**src/rtl/cmp_timer_pkg.sv**
```systemverilog
package cmp_timer_pkg;
  typedef enum logic [1:0] {
    MODE_FREE8  = 2'd0,
    MODE_FREE16 = 2'd1,
    MODE_CTC    = 2'd2,
    MODE_SPARE  = 2'd3
  } tmr_mode_e;
endpackage

```
**src/rtl/cmp_timer_count.sv**
```systemverilog
module cmp_timer_count #(
  parameter int CNT_W = 16
) (
  input  logic             clk,
  input  logic             rst_n,
  input  logic             tick_en,
  input  logic             wide_mode,
  input  logic             clr_mode,
  input  logic             wr_en,
  input  logic [CNT_W-1:0] wr_data,
  input  logic             hit,
  output logic [CNT_W-1:0] count,
  output logic             wrap_evt,
  output logic             match_evt
);
  localparam int HALF_W = CNT_W / 2;
  localparam logic [CNT_W-1:0]  ONE_F = CNT_W'(1);
  localparam logic [HALF_W-1:0] ONE_H = HALF_W'(1);

  logic             step;
  logic             cnt_en;
  logic [CNT_W-1:0] cnt_d;
  logic [CNT_W-1:0] cnt_q;

  // next-state logic
  always_comb begin
    step      = tick_en & ~wr_en;
    wrap_evt  = step & (wide_mode ? (&cnt_q) : (&cnt_q[HALF_W-1:0]));
    match_evt = step & hit;
    cnt_en    = wr_en | step;
    cnt_d     = cnt_q;
    if (wr_en) begin
      cnt_d = wr_data;
    end else if (wide_mode) begin
      cnt_d = cnt_q + ONE_F;
    end else if (clr_mode && hit) begin
      cnt_d[HALF_W-1:0] = '0;
    end else begin
      cnt_d[HALF_W-1:0] = cnt_q[HALF_W-1:0] + ONE_H;
    end
  end

  // register with explicit clock enable
  always_ff @(posedge clk or negedge rst_n) begin
    if (!rst_n) begin
      cnt_q <= '0;
    end else if (cnt_en) begin
      cnt_q <= cnt_d;
    end
  end

  assign count = cnt_q;
endmodule

```
**src/rtl/cmp_timer_match.sv**
```systemverilog
module cmp_timer_match #(
  parameter int CNT_W = 16
) (
  input  logic             clk,
  input  logic             rst_n,
  input  logic             wr_en,
  input  logic [CNT_W-1:0] wr_data,
  input  logic [CNT_W-1:0] count,
  input  logic             wide_mode,
  output logic             hit
);
  localparam int HALF_W = CNT_W / 2;
  localparam int N_HALF = 2;

  logic [CNT_W-1:0]  cmp_d;
  logic [CNT_W-1:0]  cmp_q;
  logic [N_HALF-1:0] half_eq;

  always_comb begin
    cmp_d = wr_data;
  end

  always_ff @(posedge clk or negedge rst_n) begin
    if (!rst_n) begin
      cmp_q <= '0;
    end else if (wr_en) begin
      cmp_q <= cmp_d;
    end
  end

  // one equality comparator per counter half
  for (genvar h = 0; h < N_HALF; h++) begin : g_half
    assign half_eq[h] = (count[h*HALF_W +: HALF_W] == cmp_q[h*HALF_W +: HALF_W]);
  end

  assign hit = wide_mode ? (&half_eq) : half_eq[0];
endmodule

```
**src/rtl/cmp_timer_flag.sv**
```systemverilog
module cmp_timer_flag (
  input  logic clk,
  input  logic rst_n,
  input  logic set,
  input  logic clr,
  output logic flag
);
  logic flag_d;
  logic flag_q;

  // set takes priority over an acknowledge in the same cycle
  always_comb begin
    flag_d = set | (flag_q & ~clr);
  end

  always_ff @(posedge clk or negedge rst_n) begin
    if (!rst_n) begin
      flag_q <= 1'b0;
    end else begin
      flag_q <= flag_d;
    end
  end

  assign flag = flag_q;
endmodule

```
**src/rtl/cmp_timer.sv**
```systemverilog
module cmp_timer
  import cmp_timer_pkg::*;
#(
  parameter int CNT_W = 16
) (
  input  logic             clk,
  input  logic             rst_n,
  input  logic             tick_en,
  input  logic [1:0]       mode_sel,
  input  logic             cnt_wr_en,
  input  logic [CNT_W-1:0] cnt_wr_data,
  input  logic             cmp_wr_en,
  input  logic [CNT_W-1:0] cmp_wr_data,
  input  logic             ovf_clr,
  input  logic             cmpa_clr,
  output logic [CNT_W-1:0] count,
  output logic             ovf_flag,
  output logic             cmpa_flag,
  output logic             cmpa_match
);
  tmr_mode_e mode;
  logic      wide_mode;
  logic      clr_mode;
  logic      hit;
  logic      wrap_evt;
  logic      match_evt;
  logic      pulse_d;
  logic      pulse_q;

  always_comb begin
    mode      = tmr_mode_e'(mode_sel);
    wide_mode = (mode == MODE_FREE16);
    clr_mode  = (mode == MODE_CTC);
  end

  cmp_timer_count #(.CNT_W(CNT_W)) u_count (
    .clk       (clk),
    .rst_n     (rst_n),
    .tick_en   (tick_en),
    .wide_mode (wide_mode),
    .clr_mode  (clr_mode),
    .wr_en     (cnt_wr_en),
    .wr_data   (cnt_wr_data),
    .hit       (hit),
    .count     (count),
    .wrap_evt  (wrap_evt),
    .match_evt (match_evt)
  );

  cmp_timer_match #(.CNT_W(CNT_W)) u_match (
    .clk       (clk),
    .rst_n     (rst_n),
    .wr_en     (cmp_wr_en),
    .wr_data   (cmp_wr_data),
    .count     (count),
    .wide_mode (wide_mode),
    .hit       (hit)
  );

  cmp_timer_flag u_ovf (
    .clk   (clk),
    .rst_n (rst_n),
    .set   (wrap_evt),
    .clr   (ovf_clr),
    .flag  (ovf_flag)
  );

  cmp_timer_flag u_cmpa (
    .clk   (clk),
    .rst_n (rst_n),
    .set   (match_evt),
    .clr   (cmpa_clr),
    .flag  (cmpa_flag)
  );

  always_comb begin
    pulse_d = match_evt;
  end

  always_ff @(posedge clk or negedge rst_n) begin
    if (!rst_n) begin
      pulse_q <= 1'b0;
    end else begin
      pulse_q <= pulse_d;
    end
  end

  assign cmpa_match = pulse_q;
endmodule

```
**config.mk**
```make
export PLATFORM = sky130hd
export DESIGN_NAME = cmp_timer
export DESIGN_NICKNAME = d
export VERILOG_FILES = /design/src/rtl/cmp_timer_pkg.sv /design/src/rtl/cmp_timer_count.sv /design/src/rtl/cmp_timer_match.sv /design/src/rtl/cmp_timer_flag.sv /design/src/rtl/cmp_timer.sv
export SDC_FILE = /design/constraint.sdc
export NUM_CORES = 1
export LEC_CHECK = 0
export BUFFER_PORTS_ARGS = -buffer_cell sky130_fd_sc_hd__buf_2
export CAP_MARGIN = 20
export CORE_UTILIZATION = 51
export CTS_CLUSTER_DIAMETER = 50
export CTS_CLUSTER_SIZE = 16
export DETAILED_ROUTE_END_ITERATION = 10
export GPL_TIMING_DRIVEN = 1
export PLACE_DENSITY = 0.86
export SETUP_SLACK_MARGIN = 0.1
export SYNTH_ARGS = -nofsm -noshare
export SYNTH_HDL_FRONTEND = slang
export SYNTH_SLANG_ARGS = --single-unit
```
**constraint.sdc**
```tcl
create_clock -name clk -period 2 [get_ports clk]
set_input_delay 0.4 -clock clk [delete_from_list [all_inputs] [get_ports clk]]
set_output_delay 0.4 -clock clk [all_outputs]
set_load 0.005 [all_outputs]
```
==> run_results.csv <==
group,metric,value,unit
clock_network,cts_sinks,35,
setup_path,startpoint_type,"flip-flop",
floorplanning,die_area,0.00399,mm²
setup_path,cp_top_family,"simple AND/OR/NAND/NOR gates",
flow_run,drv_cap,0,
clock_network,cts_hold_buf,0,
place,place_congestion,0.870,
finish,final_cell_area,0.00249,mm²
power_and_ir_drop,power_density,730,mW/mm²
global_routing,groute.layer.met1.usage,34.3,%
global_routing,grt_first_pass_wirelength,8.07,mm
route,post_drt_wl_per_cell,16.5,µm
synth,synth_cell_types,41,
sta,period_share,92.8,%
floorplanning,start_util,55.0,%
route,vias,1800,
global_routing,grt.total_usage,26.9,%
synth,syn_nets,230,
synth,synth-seq-area-share,45.9,%
route,wl,5.13,mm
sta,setup-tns-final,0,ns
sta,relSlewSlack,49.3,%
clock_network,clkTransAtPathRegs,0.07,ns
route,drc,0,
synth,ys.flop_type,"dfrtp_1",
global_routing,grt_max_degree,36,
floorplanning,chipHeight,63.2,µm
synth,synth.top_cells.by_area,"dfrtp_1, mux2_2, xnor2_1",
sta,hold_viol_final,0,
global_routing,use_met2,42.5,%
setup_path,crit_slowest_cell,"or4_4",
setup_path,critPathCaptureType,"flip-flop",
finish,final_nets,306,
finish,area_delta_synth_final,30.3,%
sta,period_minus_slack,1.86,ns
sta,rsz0062_at_grt,"true",
synth,synth_edf_count,0,
synth,synth.largest_area_cell,"dfrtp_1",
sta,final_max_slew_viol_count,0,
clock_network,clock_path_buffers,2,
setup_path,required,2.21,ns
setup_path,path_max_fanout,6,
global_routing,antenna_found_initial,0,
place,placed_area,0.00233,mm²
clock_network,worstSkewPairLatency,0.30,ns
floorplanning,pin_count,60,
finish,nFillCells,260,
power_and_ir_drop,leakagePower,1.11,nW
synth,synth_area_per_cell,10.1,µm²
global_routing,busiest_layer,"met2",
setup_path,worstSetupPathType,"reg2reg",
route,dr.first_iter.drc_count,191,
finish,diodes,0,
clock_network,cts_root_buf,"clkbuf_8",
worst_hold_path,min_path_type,"in2async",
global_routing,grt_overflow,0,
sta,fin_ws,0.143,ns
synth,yosysWarnings,0,
place,place_ws,0.162,ns
setup_path,crit_start,"u_count.count[10]",
synth,ys_ff_latch,35,
clock_network,cts_tree,"yes",
setup_path,cp_data_arrival_time,2.07,ns
finish,drive_gt1_share,41.5,%
synth,synth_commonest_cells,"dfrtp_1, mux2_2, nor2_1",
synth,async_flop_share,100,%
floorplanning,die-width,63.2,µm
status,status,"completed",
global_routing,grt_pass1_vias,1680,
setup_path,critical_path_buf_inv_count,0,
route,drtPass1Iterations,4,
power_and_ir_drop,ir_drop,402,µV
place,io_buffers,59,
route,drtAntennaViolNets,0,
setup_path,path_cells,"nand4_4, or4_4, or4_1, a31oi_1",
place,place_hpwl,3.47,mm
setup_path,timing.rr.start,"u_count.count[10]",
sta,worst_pin_slew,0.760,ns
synth,syn-instance-count,188,
sta,setup_viol,0,
floorplanning,num_rows,21,
global_routing,grt_util_met3,4.89,%
sta,finClkSkew,0.00748,ns
clock_network,htreeDepth,2,
floorplanning,fp.coreArea,0.00347,mm²
synth,netlist_area,0.00191,mm²
clock_network,cts_made_buffers,5,
sta,fmax,0.539,GHz
setup_path,slowest_delay,0.57,ns
route,via_per_inst,5.79,
synth,post-synth-top-count-cell,"dfrtp_1",
synth,yosysTopAreaCellShare,45.9,%
## final cells by class
cell class                      instances  area, µm²  area share [%]
Sequential cell                        35        880            35.4
Clock buffer                            8        100            4.03
Multi-Input combinational cell        138        992            39.9
Inverter                                7       26.3            1.06
Timing Repair Buffer                   77        430            17.3
Tap cell                               46       57.6            2.32
## cell usage in the layout, fill, tap and decap left out, drive strengths merged, types with 8 or more instances in the layout
cell type   n
buf        77
clkbuf      8
dfrtp      35
mux2       16
nand2      12
nand4       8
nor2       15
xnor2      14
xor2        9
## flip-flops by register name (all words and copies together) (netlist names)
signal         count
u_count.count     16
u_ovf.flag         1
u_cmpa.flag        1
cmpa_match         1
u_match.cmp_q     16
## per-stage QoR
| stage | utilization, % | power, mW | instances | hold WS (ns) |
|---|---|---|---|---|
| global placement | 67.1 | 1.21 | 298 | 0.505 |
| detailed placement | 67.1 | 1.23 | 298 | 0.506 |
| finish | 71.7 | 1.82 | 311 | 0.166 |
| floorplan | - | 1.06 | 188 | 0.104 |
| CTS | 70.0 | 1.80 | 306 | 0.193 |
| global route | 71.7 | 1.90 | 311 | 0.231 |
## logic make-up (layout without fill, tap and decap cells)
family,count (synthesis),count (layout),synth area share (%)
flops,35,35,45.9
xor+xnor,23,23,10.6
compound gates,27,27,9.64
fa+ha+maj,1,1,0.656
simple gates,69,69,19.7
mux,18,18,10.5
buf+inv,15,92,3.02
## path summary, 6_finish.rpt
check,endpoint,slack (ns),cells after the start
max,u_count.count[15],0.14,4
min,u_count.count[14],0.17,1
max reg2reg,u_count.count[15],0.14,4
min reg2reg,u_cmpa.flag,0.52,2
max in group asynchronous,u_count.count[9],1.29,1
min in group clk,u_ovf.flag,0.28,2
## power by group
group | switching [mW] | internal [mW] | total [mW] | leakage (nW)
sequential | 0.0738 | 0.776 | 0.850 | 0.413
combinational | 0.195 | 0.199 | 0.394 | 0.648
clock | 0.257 | 0.314 | 0.572 | 0.0515
## repair_timing
item	4_1_cts	5_1_grt
endpoints found under the hold margin	0	0
buffers inserted	0	5
endpoints found under the setup margin	0	4
resized for setup	0	6
## metal layers
metal / part of all wire (%) / vias to the layer above
li1: - / 832
met1: 41 / 861
met2: 47 / 91
met3: 8.6 / 16
met4: 2.8 / 0
met5: 0 / -
Power figures use the tool's default switching activity.
